<file path="config.mk">
export PLATFORM = sky130hd
export DESIGN_NAME = alu_core
export DESIGN_NICKNAME = d
export VERILOG_FILES = /design/src/rtl/alu_pkg.sv /design/src/rtl/fa_cell.sv /design/src/rtl/cond_invert.sv /design/src/rtl/ripple_chain.sv /design/src/rtl/alu_core.sv
export SDC_FILE = /design/constraint.sdc
export NUM_CORES = 1
export LEC_CHECK = 0
export BUFFER_PORTS_ARGS = -buffer_cell sky130_fd_sc_hd__buf_2
export CAP_MARGIN = 25
export CORE_ASPECT_RATIO = 2
export CORE_MARGIN = 8
export CORE_UTILIZATION = 25
export DETAILED_ROUTE_END_ITERATION = 10
export SYNTH_ARGS = -nofsm -noshare
export SYNTH_HDL_FRONTEND = slang
export SYNTH_HIERARCHICAL = 1
export SYNTH_SLANG_ARGS = --single-unit
</file>
<file path="constraint.sdc">
create_clock -name vclk -period 37.2
set_input_delay 7.44 -clock vclk [all_inputs]
set_output_delay 7.44 -clock vclk [all_outputs]
set_load 0.02 [all_outputs]
</file>
<file path="src/rtl/alu_pkg.sv">
package alu_pkg;
    typedef enum logic [1:0] {
        OP_AND = 2'b00,
        OP_OR  = 2'b01,
        OP_ADD = 2'b10,
        OP_SUB = 2'b11
    } alu_op_e;
endpackage

</file>
<file path="src/rtl/fa_cell.sv">
module fa_cell (
    input  logic x_i,
    input  logic y_i,
    input  logic c_i,
    output logic s_o,
    output logic c_o
);
    logic half;
    always_comb begin
        half = x_i ^ y_i;
        s_o  = half ^ c_i;
        c_o  = (x_i & y_i) | (half & c_i);
    end
endmodule

</file>
<file path="src/rtl/cond_invert.sv">
module cond_invert #(
    parameter int W = 32
) (
    input  logic         inv_i,
    input  logic [W-1:0] d_i,
    output logic [W-1:0] q_o
);
    for (genvar k = 0; k < W; k++) begin : g_xor
        assign q_o[k] = d_i[k] ^ inv_i;
    end
endmodule

</file>
<file path="src/rtl/ripple_chain.sv">
module ripple_chain #(
    parameter int W = 32
) (
    input  logic [W-1:0] x_i,
    input  logic [W-1:0] y_i,
    input  logic         cin_i,
    output logic [W-1:0] sum_o,
    output logic [W:0]   carry_o
);
    assign carry_o[0] = cin_i;

    for (genvar k = 0; k < W; k++) begin : g_bit
        fa_cell u_fa (
            .x_i (x_i[k]),
            .y_i (y_i[k]),
            .c_i (carry_o[k]),
            .s_o (sum_o[k]),
            .c_o (carry_o[k+1])
        );
    end

    // the rippled chain must equal a widened behavioural sum
    always_comb begin
        assert_chain_sum_R3: assert ({carry_o[W], sum_o} == ({1'b0, x_i} + {1'b0, y_i} + {{W{1'b0}}, cin_i}))
            else $error("chain sum mismatch");
    end
endmodule

</file>
<file path="src/rtl/alu_core.sv">
module alu_core
    import alu_pkg::*;
#(
    parameter int W = 32
) (
    input  logic [W-1:0] a_i,
    input  logic [W-1:0] b_i,
    input  logic [1:0]   op_i,
    output logic [W-1:0] result_o,
    output logic         zero_o,
    output logic         ovf_o,
    output logic         carry_o
);
    localparam int MSB = W - 1;

    alu_op_e      op;
    logic         sub;
    logic [W-1:0] b_mod;
    logic [W-1:0] sum;
    logic [W:0]   cy;
    logic         arith;

    assign op    = alu_op_e'(op_i);
    assign sub   = (op == OP_SUB);
    assign arith = (op == OP_ADD) || (op == OP_SUB);

    cond_invert #(.W(W)) u_inv (
        .inv_i (sub),
        .d_i   (b_i),
        .q_o   (b_mod)
    );

    ripple_chain #(.W(W)) u_chain (
        .x_i     (a_i),
        .y_i     (b_mod),
        .cin_i   (sub),
        .sum_o   (sum),
        .carry_o (cy)
    );

    always_comb begin
        unique case (op)
            OP_AND:  result_o = a_i & b_i;
            OP_OR:   result_o = a_i | b_i;
            OP_ADD:  result_o = sum;
            OP_SUB:  result_o = sum;
            default: result_o = '0;
        endcase
    end

    always_comb begin
        zero_o  = ~|result_o;
        ovf_o   = arith & (cy[W] ^ cy[MSB]);
        carry_o = arith & cy[W];
    end

    // subtraction on the shared chain equals native subtraction
    // flags stay low for logic operations
    // subtract overflow only when operand signs differ
    always_comb begin
        if (op == OP_SUB) begin
            assert_sub_value_R4: assert (result_o == W'(a_i - b_i))
                else $error("subtract result mismatch");
        end
        if (!arith) begin
            assert_logic_flags_R9: assert (!ovf_o && !carry_o)
                else $error("flag raised on logic op");
        end
        if (op == OP_SUB && ovf_o) begin
            assert_sub_ovf_signs_R7: assert (a_i[MSB] != b_i[MSB])
                else $error("subtract overflow with equal signs");
        end
        if (op == OP_ADD && ovf_o) begin
            assert_add_ovf_signs_R6: assert (a_i[MSB] == b_i[MSB] && result_o[MSB] != a_i[MSB])
                else $error("add overflow without sign flip");
        end
    end
endmodule

</file>
# After elaboration in Yosys (flattened, before gate mapping)
# Cells that the tools add are included.
dict set report op_classes {
  muxes 1
  eq_ne 3
  reduce_logical 5
  bitwise_logic 197
}
# cell count
set ops {}
lappend ops {{1-bit bitwise XOR} 97}
lappend ops {{32-bit one-hot mux with 3 select lines} 1}
lappend ops {{1-bit AND} 66}
lappend ops {{32-bit AND} 1}
lappend ops {{1-bit bitwise OR} 32}
lappend ops {{32-bit bitwise OR} 1}
lappend ops {{32-bit OR reduction} 1}
lappend ops {{2-bit equality test (second input constant)} 2}
lappend ops {{2-bit by 1-bit equality test with 1-bit output (second input constant)} 1}
lappend ops {{2-bit logical NOT} 1}
lappend ops {{2-bit OR reduction} 1}
lappend ops {{1-bit logical NOT} 1}
lappend ops {{1-bit logical OR} 1}
dict set report word_totals {
  wordCells 206
  in_bits 66
  register_bits 0
}

# Depth between registers and ports, before layout
# Gate-level depths: netlist (run 1).
dict set report depth {
  ltp_word 69
  depth_mapped 43
  depth_no_buf 39
}

# Modules after synthesis
# Netlist (run 1), hierarchy kept.
# module area_per_inst_um2 n_inst cells_each seq_area_each_um2
set by_module_without_submodules {}
lappend by_module_without_submodules {alu_core 872.1 1 154 0.0}
lappend by_module_without_submodules {fa_cell 20.0 32 1 0.0}
lappend by_module_without_submodules {cond_invert 351.6 1 36 0.0}
lappend by_module_without_submodules {ripple_chain 7.5 1 1 0.0}

# Least setup slack after synthesis (run 1)
# Ideal clock, no wire load.
dict set report synth_timing {
  path_kind {input to output}
  from {input op_i[1]}
  to {output zero_o}
  required_time_ns 29.760
  t_arrival_ns 21.600
  stages 43
  path_slack_ns 8.160
  path_cell_list {buf_6 -> clkbuf_1 -> and2_1 -> buf_6 -> buf_12 -> xor2_1 -> fa_1 -> fa_1 -> fa_1 -> fa_1 -> fa_1 -> fa_1 -> fa_1 -> fa_1 -> fa_1 -> fa_1 -> fa_1 -> fa_1 -> [... 7 more ...] -> fa_1 -> fa_1 -> fa_1 -> fa_1 -> fa_1 -> fa_1 -> fa_1 -> fa_1 -> fa_1 -> fa_1 -> fa_1 -> fa_1 -> fa_1 -> nand2_1 -> o31ai_1 -> nor4_1 -> nand4_1 -> nor2_1}
}
dict set report synth_between {
  elab_chain_len 69
  word_cells_on_any_way 197
  cone_classes {eq/ne: 3; mux: 1; bitwise: 189; reduce/logical: 4}
}
# element line
set synth_lines {}
lappend synth_lines {{start: declaration} alu_core.sv:8} ;# input logic [1:0] op_i,
lappend synth_lines {{2-bit equality test (*)} alu_core.sv:24} ;# assign sub = (op == OP_SUB);
lappend synth_lines {{via sub} alu_core.sv:17} ;# logic sub;
lappend synth_lines {{1-bit bitwise XOR (*)} cond_invert.sv:9} ;# assign q_o[k] = d_i[k] ^ inv_i;
lappend synth_lines {{via b_mod[0]} alu_core.sv:18} ;# logic [W-1:0] b_mod;
lappend synth_lines {{1-bit bitwise XOR} fa_cell.sv:10} ;# half = x_i ^ y_i;
lappend synth_lines {{1-bit AND} fa_cell.sv:12} ;# c_o = (x_i & y_i) | (half & c_i);
lappend synth_lines {{1-bit bitwise OR (*)} fa_cell.sv:12}
lappend synth_lines {{via cy[1]} alu_core.sv:20} ;# logic [W:0] cy;
lappend synth_lines {{[... 2 more ...]} --}
lappend synth_lines {{via cy[2]} alu_core.sv:20}
lappend synth_lines {{[... 2 more ...]} --}
lappend synth_lines {{via cy[3]} alu_core.sv:20}
lappend synth_lines {{[... 2 more ...]} --}
lappend synth_lines {{via cy[4]} alu_core.sv:20}
lappend synth_lines {{[... 2 more ...]} --}
lappend synth_lines {{via cy[5]} alu_core.sv:20}
lappend synth_lines {{[... 2 more ...]} --}
lappend synth_lines {{via cy[6]} alu_core.sv:20}
lappend synth_lines {{[... 2 more ...]} --}
lappend synth_lines {{via cy[7]} alu_core.sv:20}
lappend synth_lines {{[... 2 more ...]} --}
lappend synth_lines {{via cy[8]} alu_core.sv:20}
lappend synth_lines {{[... 2 more ...]} --}
lappend synth_lines {{via cy[9]} alu_core.sv:20}
lappend synth_lines {{[... 2 more ...]} --}
lappend synth_lines {{via cy[10]} alu_core.sv:20}
lappend synth_lines {{[... 2 more ...]} --}
lappend synth_lines {{via cy[11]} alu_core.sv:20}
lappend synth_lines {{[... 2 more ...]} --}
lappend synth_lines {{via cy[12]} alu_core.sv:20}
lappend synth_lines {{[... 2 more ...]} --}
lappend synth_lines {{via cy[13]} alu_core.sv:20}
lappend synth_lines {{[... 2 more ...]} --}
lappend synth_lines {{via cy[14]} alu_core.sv:20}
lappend synth_lines {{[... 2 more ...]} --}
lappend synth_lines {{via cy[15]} alu_core.sv:20}
lappend synth_lines {{[... 2 more ...]} --}
lappend synth_lines {{via cy[16]} alu_core.sv:20}
lappend synth_lines {{[... 2 more ...]} --}
lappend synth_lines {{via cy[17]} alu_core.sv:20}
lappend synth_lines {{[... 2 more ...]} --}
lappend synth_lines {{via cy[18]} alu_core.sv:20}
lappend synth_lines {{[... 2 more ...]} --}
lappend synth_lines {{via cy[19]} alu_core.sv:20}
lappend synth_lines {{[... 2 more ...]} --}
lappend synth_lines {{via cy[20]} alu_core.sv:20}
lappend synth_lines {{[... 2 more ...]} --}
lappend synth_lines {{via cy[21]} alu_core.sv:20}
lappend synth_lines {{[... 2 more ...]} --}
lappend synth_lines {{via cy[22]} alu_core.sv:20}
lappend synth_lines {{[... 2 more ...]} --}
lappend synth_lines {{via cy[23]} alu_core.sv:20}
lappend synth_lines {{[... 2 more ...]} --}
lappend synth_lines {{via cy[24]} alu_core.sv:20}
lappend synth_lines {{[... 2 more ...]} --}
lappend synth_lines {{via cy[25]} alu_core.sv:20}
lappend synth_lines {{[... 2 more ...]} --}
lappend synth_lines {{via cy[26]} alu_core.sv:20}
lappend synth_lines {{[... 2 more ...]} --}
lappend synth_lines {{via cy[27]} alu_core.sv:20}
lappend synth_lines {{[... 2 more ...]} --}
lappend synth_lines {{via cy[28]} alu_core.sv:20}
lappend synth_lines {{[... 2 more ...]} --}
lappend synth_lines {{via cy[29]} alu_core.sv:20}
lappend synth_lines {{[... 2 more ...]} --}
lappend synth_lines {{via cy[30]} alu_core.sv:20}
lappend synth_lines {{[... 1 more ...]} --}
lappend synth_lines {{1-bit bitwise OR (*)} fa_cell.sv:12}
lappend synth_lines {{via cy[31]} alu_core.sv:20}
lappend synth_lines {{1-bit bitwise XOR (*)} fa_cell.sv:11} ;# s_o = half ^ c_i;
lappend synth_lines {{via sum[31]} alu_core.sv:19} ;# logic [W-1:0] sum;
lappend synth_lines {{32-bit one-hot mux with 3 select lines (*)} alu_core.sv:42} ;# unique case (op)
lappend synth_lines {{via result_o[31]} alu_core.sv:9} ;# output logic [W-1:0] result_o,
lappend synth_lines {{32-bit OR reduction (*)} alu_core.sv:52} ;# zero_o = ~|result_o;
lappend synth_lines {{1-bit logical NOT (*)} alu_core.sv:52}
lappend synth_lines {{end: declaration} alu_core.sv:10} ;# output logic zero_o,
# The timed path passes the listed nets; every way through them passes the cells marked *.

# Final worst setup path (run 1)
dict set report layout_timing {
  from {input op_i[0]}
  to {output zero_o}
}
dict set report layout_between {
  elab_chain_len 69
  word_cells_on_any_way 197
  cone_classes {eq/ne: 3; mux: 1; bitwise: 189; reduce/logical: 4}
}
# element line
set layout_lines {}
lappend layout_lines {{2-bit equality test (*)} alu_core.sv:24}
lappend layout_lines {{via sub} alu_core.sv:17}
lappend layout_lines {{1-bit bitwise XOR (*)} cond_invert.sv:9}
lappend layout_lines {{via b_mod[0]} alu_core.sv:18}
lappend layout_lines {{1-bit bitwise XOR} fa_cell.sv:10}
lappend layout_lines {{1-bit AND} fa_cell.sv:12}
lappend layout_lines {{1-bit bitwise OR (*)} fa_cell.sv:12}
lappend layout_lines {{via cy[1]} alu_core.sv:20}
lappend layout_lines {{[... 2 more ...]} --}
lappend layout_lines {{via cy[2]} alu_core.sv:20}
lappend layout_lines {{[... 2 more ...]} --}
lappend layout_lines {{via cy[3]} alu_core.sv:20}
lappend layout_lines {{[... 2 more ...]} --}
lappend layout_lines {{via cy[4]} alu_core.sv:20}
lappend layout_lines {{[... 2 more ...]} --}
lappend layout_lines {{via cy[5]} alu_core.sv:20}
lappend layout_lines {{[... 2 more ...]} --}
lappend layout_lines {{via cy[6]} alu_core.sv:20}
lappend layout_lines {{[... 2 more ...]} --}
lappend layout_lines {{via cy[7]} alu_core.sv:20}
lappend layout_lines {{[... 2 more ...]} --}
lappend layout_lines {{via cy[8]} alu_core.sv:20}
lappend layout_lines {{[... 2 more ...]} --}
lappend layout_lines {{via cy[9]} alu_core.sv:20}
lappend layout_lines {{[... 2 more ...]} --}
lappend layout_lines {{via cy[10]} alu_core.sv:20}
lappend layout_lines {{[... 2 more ...]} --}
lappend layout_lines {{via cy[11]} alu_core.sv:20}
lappend layout_lines {{[... 2 more ...]} --}
lappend layout_lines {{via cy[12]} alu_core.sv:20}
lappend layout_lines {{[... 2 more ...]} --}
lappend layout_lines {{via cy[13]} alu_core.sv:20}
lappend layout_lines {{[... 2 more ...]} --}
lappend layout_lines {{via cy[14]} alu_core.sv:20}
lappend layout_lines {{[... 2 more ...]} --}
lappend layout_lines {{via cy[15]} alu_core.sv:20}
lappend layout_lines {{[... 2 more ...]} --}
lappend layout_lines {{via cy[16]} alu_core.sv:20}
lappend layout_lines {{[... 2 more ...]} --}
lappend layout_lines {{via cy[17]} alu_core.sv:20}
lappend layout_lines {{[... 2 more ...]} --}
lappend layout_lines {{via cy[18]} alu_core.sv:20}
lappend layout_lines {{[... 2 more ...]} --}
lappend layout_lines {{via cy[19]} alu_core.sv:20}
lappend layout_lines {{[... 2 more ...]} --}
lappend layout_lines {{via cy[20]} alu_core.sv:20}
lappend layout_lines {{[... 2 more ...]} --}
lappend layout_lines {{via cy[21]} alu_core.sv:20}
lappend layout_lines {{[... 2 more ...]} --}
lappend layout_lines {{via cy[22]} alu_core.sv:20}
lappend layout_lines {{[... 2 more ...]} --}
lappend layout_lines {{via cy[23]} alu_core.sv:20}
lappend layout_lines {{[... 2 more ...]} --}
lappend layout_lines {{via cy[24]} alu_core.sv:20}
lappend layout_lines {{[... 2 more ...]} --}
lappend layout_lines {{via cy[25]} alu_core.sv:20}
lappend layout_lines {{[... 2 more ...]} --}
lappend layout_lines {{via cy[26]} alu_core.sv:20}
lappend layout_lines {{[... 2 more ...]} --}
lappend layout_lines {{via cy[27]} alu_core.sv:20}
lappend layout_lines {{[... 2 more ...]} --}
lappend layout_lines {{via cy[28]} alu_core.sv:20}
lappend layout_lines {{[... 2 more ...]} --}
lappend layout_lines {{via cy[29]} alu_core.sv:20}
lappend layout_lines {{[... 2 more ...]} --}
lappend layout_lines {{via cy[30]} alu_core.sv:20}
lappend layout_lines {{1-bit AND (*)} fa_cell.sv:12}
lappend layout_lines {{1-bit bitwise OR (*)} fa_cell.sv:12}
lappend layout_lines {{via cy[31]} alu_core.sv:20}
lappend layout_lines {{1-bit bitwise XOR (*)} fa_cell.sv:11}
lappend layout_lines {{via sum[31]} alu_core.sv:19}
lappend layout_lines {{32-bit one-hot mux with 3 select lines (*)} alu_core.sv:42}
lappend layout_lines {{32-bit OR reduction (*)} alu_core.sv:52}
lappend layout_lines {{1-bit logical NOT (*)} alu_core.sv:52}
# Marks and branches as above.

==> qor.txt, run 1 <==
Status = finished, final reports clean
Clock buffers = 0
DR WL/cell = 14.60 µm
Die width = 77.06 µm
Final ANT Viol Nets = 0
Number of vias per cell = 4.846
Power Density = 22.37 nW/µm²
Crit path DAT = 22900 ps
Critical Path Source = op_i[0]
Final Critical Period = 30340 ps
Slew headroom = 0.4679
Largest net degree at the start of global routing = 68
Worst-Margin Slew = 798.1 ps
Worst path required time = 29760 ps
Final worst path period share = 0.8156
Setup TNS = 0 ps
MaxCap Viol Count = 0
Vias in the first global route = 2149
CP max-delay cell = buf_2
CORE AREA = 7267 µm²
Worst Path Max Fanout = 34
# DRC = 0
RSZ-0062 raised after global routing = no
Critical hold path startpoint = a_i[14]
Total Wirelength = 5.870 mm
FP Rows = 44
Layout cell share with drive strength beyond 1 = 0.3710
Net Count, Synth = 320
Final Cell Area = 2333 µm²
Cell Area, Synth = 1864 µm²
Die footprint = 10640 µm²
Crit path top cell by count = fa_1
Pre-CTS setup slack = 6786 ps
Antenna diodes = 0
Hold-fix buffers, CTS = 0
PostCTS Resize Cnt = 0
First-pass DRT Iterations = 4
Final core occ = 0.3211
Max Slew Vio Count = 0
Yosys warning count = 6
Post-CTS Setup Bufs = 0
Slowest cell delay on critical path = 610 ps
Reg area = 0 µm²
Final setup viols = 0
Global-route wire length before repair = 10.16 mm
Layout area overhead = 25.17%
CP startpoint kind = input pin
Count of input and output buffers = 101
Fin nets = 410
Post-Syn Area per Cell = 8.398 µm²
Die extent in y = 138.1 µm
Worst Slack Setup Final = 6858 ps
VDD IR max = 0.007304 mV
Max Freq = 0.03296 GHz
HP Class = in2out
Starting Density = 0.2565
First-iteration detailed-routing DRC count = 65
Leak = 1.098 nW
Setup crit end kind = output port
Placed cell area = 2333 µm²
GP Congestion = 0.7540
Post-synthesis cell count = 222
Initial antenna violation count = 0
I/O pins = 101
FF+latch count = 0
CP Class = in2out
Final hold vios = 0
Gr usage total = 0.1095
Grt ovf = 0
Post-DP HPWL = 4.913 mm
Total number of vias = 1948
==> power by group <==
group / internal [mW] / total (mW) / switching, mW
logic: 0.0199 / 0.0522 / 0.0323
clock network: 0 / 0 / 0
registers: 0 / 0 / 0
total: 0.0199 / 0.0522 / 0.0323
==> path summary, 6_finish.rpt <==
path / end / slack, ps / depth (start not counted)
max: zero_o / 6860 / 42
min: result_o[14] / 15330 / 4
==> critical path, delay by kind of cell <==
family | cells | cell delay [ps]
adder cells (fa/ha/maj) | 32 | 12910
buffers and inverters | 3 | 1250
AND/OR/NAND/NOR | 5 | 1020
XOR/XNOR | 1 | 170
AO/OA/AOI/OAI | 1 | 90
==> placed cells by master (no fill, tap or decap), types with 2 or more instances in the layout <==
cell type	count
buf_4	2
xor2_1	33
a21oi_2	11
fa_1	32
buf_2	101
nand4_1	2
nor2_1	33
nand2_1	32
a21oi_1	21
nor4_1	8
o31ai_1	32
and2_1	2
==> stage by stage <==
stage               hold WS [ps]  power [mW]  cells
CTS                        15330     0.05319    402
global placement           15320     0.05200    402
global route               15360     0.05872    402
finish                     15330     0.05219    402
floorplan                  15110     0.03525    222
detailed placement         15320     0.05297    402
==> area by class of cell <==
cell class / count / area (µm²)
fill: 843 / 4933
multi-input combinational: 207 / 1698
tap: 92 / 115.1
timing repair buffer: 103 / 520.5
==> per-layer routing <==
layer  up-vias  global-route usage  part of all wire
li1        946                   -                 -
met1       947              0.1160              0.36
met2        53              0.2215              0.57
met3         2             0.02013             0.059
met4         0            0.003006            0.0036
met5         -                   0                 0
No activity file was read; power rests on OpenSTA's default activity.
==> run 2, diff against run 1 <==
==> constraint.sdc (replaced) <==
create_clock -name vclk -period 26.9
set_input_delay 5.38 -clock vclk [all_inputs]
set_output_delay 5.38 -clock vclk [all_outputs]
set_load 0.02 [all_outputs]
==> run 2 against run 1 <==
Net effect:
- clock-buffer cell count unchanged
- first-iteration DRC count grew 1.5%
- worst setup slack worse by 5000 ps
- flip-flop and latch count stayed put
- power is 39% higher
- combinational power is 39% higher
- utilization grew 0.10 points
- critical path depth is 1 lower
- cell count up 0.25%
- largest power group unchanged
==> qor.txt, run 2 (synthesis gave the netlist of run 1 again) <==
Status = finished, final reports clean
# fillers = 825
Sw frac = 0.6202
Clock Power Share = 0
Final worst path period share = 0.9324
Die extent in y = 138.1 µm
I/O pins = 101
Commonest non-fill, non-tap cell in the layout = buf_2
Largest net degree at the start of global routing = 67
HP Class = in2out
CP startpoint kind = input pin
CORE AREA = 7267 µm²
Global-route wire length before repair = 10.02 mm
FP Rows = 44
Final setup viols = 0
Crit path top cell by count = fa_1
CP Buf/Inv Count = 3
Clock buffers = 0
Leak = 1.103 nW
Max Freq = 0.03987 GHz
Reg area = 0 µm²
Starting Density = 0.2565
Slew headroom = 0.5808
First-pass DRT Iterations = 4
Die width = 77.06 µm
Antenna diodes = 0
Top delay family on crit path = adder cells
Gr usage total = 0.1093
Commonest cells after routing, fill and taps aside = buf_2 (101), nor2_1 (33), xor2_1 (33)
Fin Hold WS = 11200 ps
Setup TNS = 0 ps
Post-DP HPWL = 5.105 mm
Final Critical Period = 25080 ps
Worst Slack Setup Final = 1819 ps
Grt ovf = 0
Post-CTS Setup Bufs = 0
Worst Path Max Fanout = 31
P_int = 27.59 µW
Number of vias per cell = 4.935
CP Class = in2out
Worst-Margin Slew = 628.8 ps
FF+latch count = 0
Setup crit end kind = output port
Initial antenna violation count = 0
Hold-fix buffers, CTS = 0
RSZ-0062 raised after global routing = no
Pre-CTS setup slack = 1676 ps
Die footprint = 10640 µm²
GP Congestion = 0.7570
CP max-delay cell = buf_4
Count of input and output buffers = 101
Critical Path Source = op_i[0]
P_sw = 45.05 µW
Combinational fraction of design power = 1.000
Fin nets = 411
Layout area overhead = 25.57%
VDD IR max = 0.009788 mV
Layout cell share with drive strength beyond 1 = 0.3730
Final ANT Viol Nets = 0
Total number of vias = 1989
MaxCap Viol Count = 0
Worst path required time = 21520 ps
Final hold vios = 0
DR WL/cell = 15.26 µm
Crit path DAT = 19700 ps
Max Slew Vio Count = 0
# DRC = 0
Slowest cell delay on critical path = 460 ps
Total Wirelength = 6.149 mm
First-iteration detailed-routing DRC count = 66
Seq pwr share = 0
Critical hold path startpoint = a_i[2]
PostCTS Resize Cnt = 0
Power Density = 31.03 nW/µm²
Vias in the first global route = 2209
Final core occ = 0.3221
-- run 2: cell types whose count changed in the layout (fill, tap and decap cells not counted), sizes merged --
| cell | change |
|---|---|
| buf | +1 |
-- run 2: area by class of cell --
type                       instances  area [µm²]  share of cell area
multi-input combinational        207        1698              0.7253
timing repair buffer             104       528.0              0.2255
tap                               92       115.1             0.04917
-- run 2: path summary, 6_finish.rpt --
kind	slack (ps)	to	cells after the start
max	1820	zero_o	41
min	11200	result_o[2]	4
-- run 2: worst min-delay path, cell delays in order --
cell     delay, ps
buf_2          120
nor2_1          80
o31ai_1         80
buf_2          160
-- run 2: power by group through the flow --
stage	Sequential (mW)	Combinational, mW	Clock, mW
3_5_place_dp	0	0.0736	0
4_1_cts	0	0.0739	0
6_report	0	0.0726	0
2_1_floorplan	0	0.0487	0
5_1_grt	0	0.0820	0
3_3_place_gp	0	0.0725	0
-- run 2: per-stage QoR --
stage                     std cells  instance area [µm²]  total power, mW
after global routing            403                 2341          0.08199
after floorplan                 222                 1864          0.04874
after global placement          403                 2341          0.07246
after detailed placement        403                 2341          0.07361
final                           403                 2341          0.07264
after CTS                       403                 2341          0.07393
-- run 2: metal layers --
layer	vias to the layer above	share of wire	GRT usage
met5	-	0	0
li1	950	-	-
met4	0	0.0041	0.004008
met1	982	0.36	0.1066
met3	2	0.051	0.01883
met2	55	0.58	0.2323
==> run 3, diff against run 2 <==
--- a/config.mk
+++ b/config.mk
@@ -13,5 +13,4 @@
 export DETAILED_ROUTE_END_ITERATION = 10
 export SYNTH_ARGS = -nofsm -noshare
 export SYNTH_HDL_FRONTEND = slang
-export SYNTH_HIERARCHICAL = 1
 export SYNTH_SLANG_ARGS = --single-unit
==> run 3 against run 2 <==
Net effect:
- critical path type unchanged
- power shrank 1.2%
- critical endpoint unchanged
- die area shrank 2.8%
- flip-flop and latch count is the same
==> qor.txt, run 3 <==
Number of vias per cell = 4.705
Global-route wire length before repair = 9.453 mm
Post-Place Cells = 407
Sw frac = 0.6042
Final setup viols = 0
PostCTS Resize Cnt = 0
Max Slew Vio Count = 0
Status = finished, final reports clean
Crit path top cell by count = fa_1
First-pass DRT Iterations = 4
Net Count, Synth = 326
DR WL/cell = 13.60 µm
Final worst path period share = 0.9632
Count of input and output buffers = 101
Max Freq = 0.03859 GHz
Leak = 1.032 nW
Die extent in y = 136.1 µm
Critical hold path startpoint = a_i[23]
CP max-delay cell = fa_1
Antenna diodes = 0
Die footprint = 10350 µm²
Worst path required time = 21520 ps
Worst-Margin Slew = 615.2 ps
Synth top area share = 0.3442
Cell Area, Synth = 1803 µm²
Post-synthesis cell count = 227
HP Class = in2out
Die width = 76.05 µm
Setup crit end kind = output port
Clock Power Share = 0
Total Wirelength = 5.536 mm
First-iteration detailed-routing DRC count = 70
Total number of vias = 1915
Post-Syn Area per Cell = 7.943 µm²
Placed cell area = 2338 µm²
Commonest non-fill, non-tap cell in the layout = buf_2
Seq pwr share = 0
Tot Pwr = 71.76 µW
Clock buffers = 0
Combinational fraction of design power = 1.000
Multi-input logic area = 1684 µm²
CP startpoint kind = input pin
Final Cell Area = 2338 µm²
Commonest cells in the netlist = nand2_1 (35), fa_1 (31), xnor2_1 (31)
Layout cell share with drive strength beyond 1 = 0.3460
Initial antenna violation count = 0
Post-CTS Setup Bufs = 0
Final hold vios = 0
Post-Layout Cell Count = 407
CORE AREA = 7102 µm²
VDD IR max = 0.01460 mV
Largest net degree at the start of global routing = 67
# fillers = 754
Sequential element share of the synthesized area = 0
Cell with the most instances after synthesis = nand2_1
FF+latch count = 0
Cell taking the most area after synthesis = fa_1
P_sw = 43.36 µW
Setup crit end = zero_o
Slowest cell delay on critical path = 460 ps
Final Critical Period = 25910 ps
Vias in the first global route = 1993
CP Class = in2out
Commonest cells after routing, fill and taps aside = buf_2 (101), nand2_1 (34), xnor2_1 (31), fa_1 (31)
GP Congestion = 0.7675
Power Density = 30.69 nW/µm²
Layout area overhead = 29.70%
Fin nets = 416
Yosys warning count = 0
Yosys cell types = 23
Area contributors post-synth = fa_1 (34%), xnor2_1 (15%), o31ai_1 (12%)
# DRC = 0
Post-DP HPWL = 4.735 mm
Final ANT Viol Nets = 0
Critical Path Source = op_i[1]
P_int = 28.40 µW
Worst Path Max Fanout = 16
Reg area = 0 µm²
MaxCap Viol Count = 0
RSZ-0062 raised after global routing = no
Grt ovf = 0
Starting Density = 0.2539
FP Rows = 44
Hold-fix buffers, CTS = 0
Gr usage total = 0.1038
Slew headroom = 0.5899
I/O pins = 101
Crit path DAT = 20530 ps
Setup TNS = 0 ps
## run 3: how the worst min path moves through the flow
stage                              end  depth (start not counted)
after floorplan           result_o[23]                          2
after global placement    result_o[23]                          4
after detailed placement  result_o[23]                          4
after CTS                 result_o[23]                          4
after global routing      result_o[23]                          4
final                     result_o[23]                          4
## run 3: area by class of cell
cell class                 count  area share
timing repair buffer         104      0.2258
inverter                       3    0.004815
tap                           92     0.04922
multi-input combinational    208      0.7202
## run 3: per-stage QoR
step / util / worst slack [ps] / hold WS, ps
final: 0.3293 / 989.4 / 11190
after global routing: 0.3293 / 258.1 / 11220
after CTS: 0.3293 / 757.0 / 11190
after detailed placement: 0.3293 / 825.9 / 11190
after global placement: 0.3293 / 986.1 / 11190
after floorplan: - / 1110 / 10930
## run 3: metal layers
layer | track usage | vias to the layer above | part of all wire
li1 | - | 964 | -
met1 | 0.1458 | 842 | 0.49
met2 | 0.1538 | 109 | 0.38
met3 | 0.04172 | 0 | 0.12
met4 | 0 | 0 | 0
met5 | 0 | - | 0
## run 3: cell families (layout without fill, tap and decap cells)
logic type                 count (synthesis)  count (layout)  synth area share
and+or+nand+nor                           78              78            0.1881
muxes                                      1               1          0.005552
xor gates and xnor gates                  32              32            0.1554
buffers and inverters                     19             107           0.06731
AOI/OAI and AO/OA                         64              64            0.2255
adders and majority gates                 33              33            0.3581
## run 3: power groups by stage
stage / Combinational (mW) / Clock, mW / Sequential [mW]
after floorplan: 0.0490 / 0 / 0
after global placement: 0.0725 / 0 / 0
after detailed placement: 0.0728 / 0 / 0
after CTS: 0.0731 / 0 / 0
after global routing: 0.0811 / 0 / 0
final: 0.0718 / 0 / 0
## run 3: critical path: cells and delay by family
family | cells | cell delay, ps
AOI/OAI and AO/OA | 2 | 310
adders and majority gates | 31 | 13410
buffers and inverters | 2 | 320
and+or+nand+nor | 5 | 1130
